**config.mk**
```make
export PLATFORM = sky130hd
export DESIGN_NAME = bdp_core
export DESIGN_NICKNAME = d
export VERILOG_FILES = /design/src/rtl/bdp_pkg.sv /design/src/rtl/bdp_rst_sync.sv /design/src/rtl/bdp_last_tbl.sv /design/src/rtl/bdp_ctr_tbl.sv /design/src/rtl/bdp_opc_tbl.sv /design/src/rtl/bdp_core.sv
export SDC_FILE = /design/constraint.sdc
export NUM_CORES = 1
export LEC_CHECK = 0
export ABC_AREA = 1
export BUFFER_PORTS_ARGS = -buffer_cell sky130_fd_sc_hd__buf_2
export CAP_MARGIN = 5
export CELL_PAD_IN_SITES_DETAIL_PLACEMENT = 1
export CELL_PAD_IN_SITES_GLOBAL_PLACEMENT = 1
export CORE_MARGIN = 10
export CORE_UTILIZATION = 48
export DETAILED_ROUTE_END_ITERATION = 10
export PLACE_DENSITY = 0.95
export SYNTH_ARGS = -nofsm -noshare
export SYNTH_HDL_FRONTEND = slang
export SYNTH_SLANG_ARGS = --single-unit
```
**constraint.sdc**
```tcl
create_clock -name clk -period 10.05 [get_ports clk]
set_input_delay 1.005 -clock clk [delete_from_list [all_inputs] [get_ports clk]]
set_output_delay 1.005 -clock clk [all_outputs]
set_load 0.1 [all_outputs]
```
**src/rtl/bdp_pkg.sv**
```systemverilog
package bdp_pkg;

  typedef enum logic [2:0] {
    POL_NEVER  = 3'd0,
    POL_ALWAYS = 3'd1,
    POL_OPCODE = 3'd2,
    POL_LAST   = 3'd3,
    POL_HIST   = 3'd4
  } pol_e;

endpackage

```
**src/rtl/bdp_rst_sync.sv**
```systemverilog
module bdp_rst_sync #(
  parameter int STAGES = 2
) (
  input  logic clk,
  input  logic rst_n,
  output logic rst_n_sync
);

  logic [STAGES-1:0] sync_q;
  logic [STAGES-1:0] sync_d;

  always_comb begin
    sync_d = {sync_q[STAGES-2:0], 1'b1};
  end

  always_ff @(posedge clk or negedge rst_n) begin
    if (!rst_n) sync_q <= '0;
    else        sync_q <= sync_d;
  end

  assign rst_n_sync = sync_q[STAGES-1];

endmodule

```
**src/rtl/bdp_last_tbl.sv**
```systemverilog
module bdp_last_tbl #(
  parameter int IDX_W = 6
) (
  input  logic             clk,
  input  logic             rst_n,
  input  logic [IDX_W-1:0] rd_idx,
  output logic             rd_bit,
  input  logic             wr_en,
  input  logic [IDX_W-1:0] wr_idx,
  input  logic             wr_bit
);

  localparam int ENTRIES = 1 << IDX_W;

  logic [ENTRIES-1:0] bit_q;
  logic [ENTRIES-1:0] bit_d;
  logic [ENTRIES-1:0] bit_en;

  for (genvar e = 0; e < ENTRIES; e++) begin : g_ent
    always_comb begin
      bit_en[e] = wr_en && (wr_idx == IDX_W'(e));
      bit_d[e]  = wr_bit;
    end

    always_ff @(posedge clk or negedge rst_n) begin
      if (!rst_n)          bit_q[e] <= 1'b0;
      else if (bit_en[e])  bit_q[e] <= bit_d[e];
    end
  end

  assign rd_bit = bit_q[rd_idx];

endmodule

```
**src/rtl/bdp_ctr_tbl.sv**
```systemverilog
module bdp_ctr_tbl #(
  parameter int IDX_W = 6,
  parameter int CTR_W = 2
) (
  input  logic             clk,
  input  logic             rst_n,
  input  logic [IDX_W-1:0] rd_idx,
  output logic             rd_taken,
  input  logic             wr_en,
  input  logic [IDX_W-1:0] wr_idx,
  input  logic             wr_taken
);

  localparam int             ENTRIES  = 1 << IDX_W;
  localparam logic [CTR_W-1:0] CTR_MAX  = {CTR_W{1'b1}};
  localparam logic [CTR_W-1:0] CTR_MIN  = '0;
  localparam logic [CTR_W-1:0] CTR_INIT = CTR_W'((1 << (CTR_W-1)) - 1);

  logic [CTR_W-1:0] ctr_q [ENTRIES];
  logic [CTR_W-1:0] ctr_d [ENTRIES];
  logic             ctr_en [ENTRIES];

  for (genvar e = 0; e < ENTRIES; e++) begin : g_ent
    always_comb begin
      ctr_en[e] = wr_en && (wr_idx == IDX_W'(e));
      ctr_d[e]  = ctr_q[e];
      if (wr_taken) begin
        if (ctr_q[e] != CTR_MAX) ctr_d[e] = ctr_q[e] + 1'b1;
      end else begin
        if (ctr_q[e] != CTR_MIN) ctr_d[e] = ctr_q[e] - 1'b1;
      end
    end

    always_ff @(posedge clk or negedge rst_n) begin
      if (!rst_n)          ctr_q[e] <= CTR_INIT;
      else if (ctr_en[e])  ctr_q[e] <= ctr_d[e];
    end
  end

  logic [CTR_W-1:0] rd_ctr;
  assign rd_ctr   = ctr_q[rd_idx];
  assign rd_taken = rd_ctr[CTR_W-1];

endmodule

```
**src/rtl/bdp_opc_tbl.sv**
```systemverilog
module bdp_opc_tbl #(
  parameter int OP_W = 4
) (
  input  logic            clk,
  input  logic            rst_n,
  input  logic [OP_W-1:0] rd_op,
  output logic            rd_bit,
  input  logic            wr_en,
  input  logic [OP_W-1:0] wr_op,
  input  logic            wr_bit
);

  localparam int CODES = 1 << OP_W;

  logic [CODES-1:0] sb_q;
  logic [CODES-1:0] sb_d;
  logic [CODES-1:0] sb_en;

  for (genvar c = 0; c < CODES; c++) begin : g_code
    always_comb begin
      sb_en[c] = wr_en && (wr_op == OP_W'(c));
      sb_d[c]  = wr_bit;
    end

    always_ff @(posedge clk or negedge rst_n) begin
      if (!rst_n)         sb_q[c] <= 1'b0;
      else if (sb_en[c])  sb_q[c] <= sb_d[c];
    end
  end

  assign rd_bit = sb_q[rd_op];

endmodule

```
**src/rtl/bdp_core.sv**
```systemverilog
module bdp_core
  import bdp_pkg::*;
#(
  parameter int PC_W  = 32,
  parameter int IDX_W = 6,
  parameter int OP_W  = 4,
  parameter int CTR_W = 2
) (
  input  logic            clk,
  input  logic            rst_n,
  input  logic [2:0]      mode_i,
  input  logic            req_valid_i,
  input  logic [PC_W-1:0] req_pc_i,
  input  logic [OP_W-1:0] req_op_i,
  output logic            pred_valid_o,
  output logic            pred_taken_o,
  input  logic            upd_valid_i,
  input  logic [PC_W-1:0] upd_pc_i,
  input  logic            upd_taken_i,
  input  logic            cfg_we_i,
  input  logic [OP_W-1:0] cfg_op_i,
  input  logic            cfg_bit_i
);

  logic rst_n_s;

  bdp_rst_sync #(.STAGES(2)) u_rst (
    .clk        (clk),
    .rst_n      (rst_n),
    .rst_n_sync (rst_n_s)
  );

  logic [IDX_W-1:0] rd_idx;
  logic [IDX_W-1:0] wr_idx;
  logic             unused_pc_hi;

  assign rd_idx       = req_pc_i[IDX_W-1:0];
  assign wr_idx       = upd_pc_i[IDX_W-1:0];
  assign unused_pc_hi = ^{req_pc_i[PC_W-1:IDX_W], upd_pc_i[PC_W-1:IDX_W]};

  logic last_bit;
  logic hist_taken;
  logic opc_bit;

  bdp_last_tbl #(.IDX_W(IDX_W)) u_last (
    .clk    (clk),
    .rst_n  (rst_n_s),
    .rd_idx (rd_idx),
    .rd_bit (last_bit),
    .wr_en  (upd_valid_i),
    .wr_idx (wr_idx),
    .wr_bit (upd_taken_i)
  );

  bdp_ctr_tbl #(.IDX_W(IDX_W), .CTR_W(CTR_W)) u_ctr (
    .clk      (clk),
    .rst_n    (rst_n_s),
    .rd_idx   (rd_idx),
    .rd_taken (hist_taken),
    .wr_en    (upd_valid_i),
    .wr_idx   (wr_idx),
    .wr_taken (upd_taken_i)
  );

  bdp_opc_tbl #(.OP_W(OP_W)) u_opc (
    .clk    (clk),
    .rst_n  (rst_n_s),
    .rd_op  (req_op_i),
    .rd_bit (opc_bit),
    .wr_en  (cfg_we_i),
    .wr_op  (cfg_op_i),
    .wr_bit (cfg_bit_i)
  );

  logic guess;

  always_comb begin
    unique case (mode_i)
      POL_NEVER:  guess = 1'b0;
      POL_ALWAYS: guess = 1'b1;
      POL_OPCODE: guess = opc_bit;
      POL_LAST:   guess = last_bit;
      POL_HIST:   guess = hist_taken;
      default:    guess = 1'b0;
    endcase
  end

  logic pv_q, pv_d;
  logic pt_q, pt_d;

  always_comb begin
    pv_d = req_valid_i;
    pt_d = req_valid_i ? guess : 1'b0;
  end

  always_ff @(posedge clk or negedge rst_n_s) begin
    if (!rst_n_s) begin
      pv_q <= 1'b0;
      pt_q <= 1'b0;
    end else begin
      pv_q <= pv_d;
      pt_q <= pt_d;
    end
  end

  assign pred_valid_o = pv_q;
  assign pred_taken_o = pt_q;

endmodule

```
[Word-level counts from Yosys, hierarchy flattened]
Index checks and enable logic that the tools add are counted.
Operators by class
  equality and inequality tests: 210
  order comparisons: 3
  add/sub/neg operators: 128
  muxes and demuxes: 201
  bitwise gates (word level): 1
  reductions and logical operators: 274
Operators by type and width (number)
  2-bit two-way mux: 194
  2-bit nonzero test: 128
  6-bit == test (second input constant): 32
  3-bit AND reduction: 64
  2-bit by 1-bit adder with 2-bit output (second input constant): 64
  2-bit by 1-bit inequality test with 1-bit output (second input constant): 64
  2-bit inequality test (second input constant): 64
  2-bit by 1-bit subtractor with 2-bit output (second input constant): 64
  6-bit by 5-bit == test with 1-bit output (second input constant): 16
  1-bit logical AND: 80
  6-bit by 4-bit == test with 1-bit output (second input constant): 8
  4-bit == test (second input constant): 8
  6-bit by 3-bit == test with 1-bit output (second input constant): 4
  4-bit by 3-bit == test with 1-bit output (second input constant): 4
  2-bit binary-select mux with 6-bit select: 1
  6-bit by 2-bit == test with 1-bit output (second input constant): 2
  4-bit by 2-bit == test with 1-bit output (second input constant): 2
  7-bit greater-or-equal comparator (second input constant): 1
  6-bit by 7-bit less-than comparator with 1-bit output (second input constant): 1
  6-bit inverter with 7-bit output: 1
  1-bit binary-select mux with 6-bit select: 1
  3-bit by 2-bit == test with 1-bit output (second input constant): 2
  6-bit by 1-bit == test with 1-bit output (second input constant): 1
  6-bit logical NOT: 1
  8 further kinds: 10
Word-level totals
  register bits: 212
  output and inout port bits: 2
  input port bits: 82

[Longest topological paths before layout]
  depth in word-level cells: 6
  gate-level depth with buffers: 15
  mapped depth without buffers: 13

[Hierarchy]
From an unflattened synthesis, not the netlist that was laid out.
Second synthesis, totals
  cells, all modules: 1479
  area total of the unflattened synthesis: 11353.4 um2
By module, submodules not included
  bdp_ctr_tbl: cells an instance 918, times used 1, area each 6926.6 um2, seq. area each 3283.1 um2
  bdp_last_tbl: cells an instance 413, times used 1, area each 3374.5 um2, seq. area each 1601.5 um2
  bdp_opc_tbl: cells an instance 131, times used 1, area each 900.9 um2, seq. area each 400.4 um2
  bdp_core: cells an instance 14, times used 1, area each 97.6 um2, seq. area each 50.0 um2
  bdp_rst_sync: cells an instance 3, times used 1, area each 53.8 um2, seq. area each 50.0 um2

[Worst setup path before layout]
No wires, ideal clock.
  path type: input port to flip-flop
  from: in req_pc_i[0]
  to: reg pt_q, in the netlist pred_taken_o
  setup time: 0.113 ns
  buffers on the path: 3
  data arrival time: 2.009 ns
  data required time: 9.937 ns
  setup slack: 7.929 ns
  stages: 15
  cells stage by stage: buf_6 -> buf_6 -> buf_6 -> nand2_1 -> nand3_1 -> nand3_1 -> nand2_1 -> nand2_1 -> nand3_1 -> nand3_1 -> nand2_1 -> nand2_1 -> nand3_1 -> nand2_1 -> inv_1
On the way
  cells in the longest elaborated chain, start to end: 6
  elaborated cells on any way between the ends: 8
  those cells by class: mux: 7; bitwise: 1
RTL lines
  start, declared: line bdp_core.sv:13  | input logic [PC_W-1:0] req_pc_i,
  6-bit inverter with 7-bit output (not written as such): line bdp_ctr_tbl.sv:41  | assign rd_ctr = ctr_q[rd_idx];
  2-bit binary-select mux with 6-bit select: line bdp_ctr_tbl.sv:41
  2-bit two-way mux (not written as such) (2 in a row): line bdp_ctr_tbl.sv:41
  1-bit case mux with 4 select lines *: line bdp_core.sv:78  | unique case (mode_i)
  1-bit two-way mux *: line bdp_core.sv:93  | pt_d = req_valid_i ? guess : 1'b0;
  via pt_d: line bdp_core.sv:89  | logic pt_q, pt_d;
  end signal, assigned: line bdp_core.sv:102  | pt_q <= pt_d;
  end, declared: line bdp_core.sv:89
The timed path passes the listed nets; every way through them passes the cells marked *. The select of a mux whose other input is x is not followed.
A chain may end at the register's enable or synchronous reset.

[Final worst setup path]
  from: in req_pc_i[1]
  to: reg pt_q, in the netlist pred_taken_o
The elaborated chain is that of the path after synthesis.

==> flow_summary.json <==
{
  "reg2reg_to": "u_opc.sb_q[7]$_DFFE_PN0P_",
  "coreArea_um2": 22570,
  "tns_ns": 0,
  "synthMuxAreaShare_pct": 0,
  "criticalPathCategory": "in2reg",
  "fmax_mhz": 332.4,
  "synth_xor_area_share_pct": 0,
  "clock_path_buffers": 3,
  "slew_viol_final": 0,
  "initialDrtViolationCount": 906,
  "ys_types": 24,
  "synth_top_family_by_area": "simple AND/OR/NAND/NOR gates",
  "yosys_warnings": 0,
  "dr_total_vias": 10640,
  "finalSetupViolCount": 0,
  "synthesis.nets": 1592,
  "dp_slack_ns": 6.599,
  "dpl.cell_count": 1773,
  "netlist_instances": 1510,
  "p_per_area_nw_per_um2": 195.6,
  "drc": 0,
  "syn_area_per_cell_um2": 7.257,
  "die_width_um": 171.1,
  "slew_headroom_pct": 25.08,
  "die_y_um": 171.1,
  "post-cts-setup-buffers": 0,
  "grt_pass1_vias": 11400,
  "dieArea_um2": 29270,
  "antenna_found_initial": 2,
  "dp_hpwl_mm": 21.47,
  "grt_max_degree": 165,
  "drt-total-wl_mm": 35.50,
  "dr.pass1.iters": 5,
  "hp-class": "in2async",
  "utilization_pct": 53.36,
  "ff2ff_path_depth": 1,
  "outcome": "complete, no violations",
  "syn_area_um2": 10960,
  "post_drt_wl_per_cell_um": 19.52,
  "cts-root-buf": "clkbuf_16",
  "timing.rr.start": "u_rst.sync_q[1]$_DFF_PN0_",
  "drt-vias-per-instance": 5.847,
  "cap_violations": 0,
  "setup_slack_ns": 7.041,
  "cts_hold_buf": 0,
  "multi_input_area_um2": 4746,
  "r2r_slack_ns": 8.26,
  "grt_pass1_wl_mm": 58.64,
  "hold_viol": 0,
  "cts_buffers": 24,
  "final_cells": 1819,
  "rsz0062_at_grt": "false",
  "start_util_pct": 48.55,
  "cts_tree": "yes",
  "max_slew.worst_pin.slew_ns": 1.124,
  "placed_area_um2": 11240,
  "ant_nets": 0,
  "cp-end-kind": "flop",
  "nets": 1596,
  "regArea_um2": 5389,
  "clkTransAtPathRegs_ns": 0.06,
  "timing.final.crit_share_pct": 29.94,
  "crit_fanout": 35,
  "required_ns": 10.48,
  "drive_gt1_share_pct": 9.399,
  "cts.sinks": 212,
  "area_growth_pct": 9.922,
  "yosysSeqAreaShare_pct": 49.14,
  "worstSkewPairLatency_ns": 0.54,
  "leakage_nw": 5.432,
  "design_area_um2": 12050,
  "rows": 55,
  "crit_path_start_kind": "input pin",
  "grt_usage_pct": 24.57,
  "ys_ff_latch": 212,
  "io_buffers": 31,
  "cts-htree-levels": 1,
  "cp.arrival_ns": 3.43,
  "grt_overflow_total": 0,
  "gp_congestion": 0.8011,
  "crit_start": "req_pc_i[1]",
  "crit_end": "pred_taken_o$_DFF_PN0_",
  "synth_fa_ha_area_share_pct": 0,
  "ctsResizeCount": 0,
  "synth-compound-area-share_pct": 15.57,
  "fin_crit_ns": 3.009,
  "yosys.area_share.simple_pct": 27.70,
  "n_fill_cell": 2883,
  "fin_skew_ns": 0.01182,
  "num_io_pins": 84,
  "ir_worst_vdd_mv": 0.09974
}
worst max-delay path, cell delays in order:
cell,delay (ns)
buf_2,0.63
inv_2,0.58
a21oi_1,0.25
o21ai_0,0.15
nand3_1,0.11
nand2_1,0.10
nand2_1,0.07
nand3_1,0.07
nand3_1,0.10
nand2_1,0.08
nand2_1,0.08
nand3_1,0.08
nand2_1,0.07
inv_1,0.05
kinds of logic after synthesis:
kind of cell           Yosys count
other                            1
buffers and inverters          201
AO/OA/AOI/OAI                  331
flip-flops                     212
AND/OR/NAND/NOR                765
per-layer routing:
metal  vias up  wire [µm]  GRT usage, %
met5         -          0             0
met4         0       1347         10.02
met3       118       1696         3.272
met2       339      17860         43.02
met1      5293      14600         29.81
li1       4885          -             -
layout by cell type (no fill, tap or decap), types with 2 or more instances in the layout:
cell type / n
nor2_1: 200
o211ai_1: 2
o22ai_1: 14
o21ai_0: 225
buf_4: 5
clkbuf_1: 6
nand2_1: 436
o31ai_1: 2
clkinv_2: 3
o21ai_1: 12
diode_2: 2
clkbuf_16: 24
a31oi_1: 16
inv_2: 4
a21oi_1: 59
inv_1: 138
clkbuf_8: 8
dfrtp_1: 147
nor3_1: 13
nand3_1: 115
dfstp_2: 64
buf_2: 30
layout make-up:
class	count	area share, %
flip-flops and latches	212	44.74
clock buffers	38	6.087
inverters	143	4.477
clock inverters	6	0.5713
diodes	2	0.04155
repair buffers	36	1.724
multi-input cells	1097	39.40
well taps	285	2.960
synth_stat cells:
cell      count  area share, %
a21oi_1      59            2.7
a31oi_1      16           0.91
buf_1         5           0.17
buf_2        20           0.91
buf_4         2           0.14
buf_6         5           0.51
clkbuf_1     26           0.89
conb_1        1          0.034
dfrtp_1     148             34
dfstp_2      64             15
inv_1       139            4.8
inv_2         3           0.10
inv_4         1          0.057
nand2_1     436             15
nand3_1     115            5.3
nor2_1      200            6.9
nor3_1       13           0.59
nor3b_1       1          0.069
o211ai_1      2           0.14
o21ai_0     225             10
o21ai_1      12           0.55
o21bai_1      1          0.069
o22ai_1      14           0.80
o31ai_1       2           0.14
power by group:
group	leakage, nW	internal, mW	switching, mW
registers	2.62	1.01	0.0991
logic	2.42	0.112	0.227
clock network	0.393	0.527	0.383
total	5.43	1.65	0.709
sequential cells by signal (all words and copies together), names as in the netlist:
register / cells
pred_taken_o: 1
pred_valid_o: 1
u_ctr.ctr_q: 128
u_last.bit_q: 64
u_opc.sb_q: 16
u_rst.sync_q: 2
worst min-delay path by stage:
stage | start | end | slack, ns | depth (start not counted)
2_1_floorplan | u_rst.sync_q[0]$_DFF_PN0_ | u_rst.sync_q[1]$_DFF_PN0_ | 0.33 | 0
3_3_place_gp | u_rst.sync_q[0]$_DFF_PN0_ | u_rst.sync_q[1]$_DFF_PN0_ | 0.34 | 0
3_5_place_dp | u_rst.sync_q[0]$_DFF_PN0_ | u_rst.sync_q[1]$_DFF_PN0_ | 0.34 | 0
4_1_cts | rst_n | u_rst.sync_q[1]$_DFF_PN0_ | 0.24 | 1
5_1_grt | rst_n | u_rst.sync_q[1]$_DFF_PN0_ | 0.24 | 1
6_report | rst_n | u_rst.sync_q[1]$_DFF_PN0_ | 0.25 | 1
stage by stage:
stage / total power [mW] / hold WS, ns
after floorplan: 1.329 / 0.3312
after global placement: 1.399 / 0.3375
after detailed placement: 1.439 / 0.3388
after CTS: 2.360 / 0.2358
after global routing: 2.466 / 0.2359
final: 2.356 / 0.2459
Power figures use the tool's default switching activity.
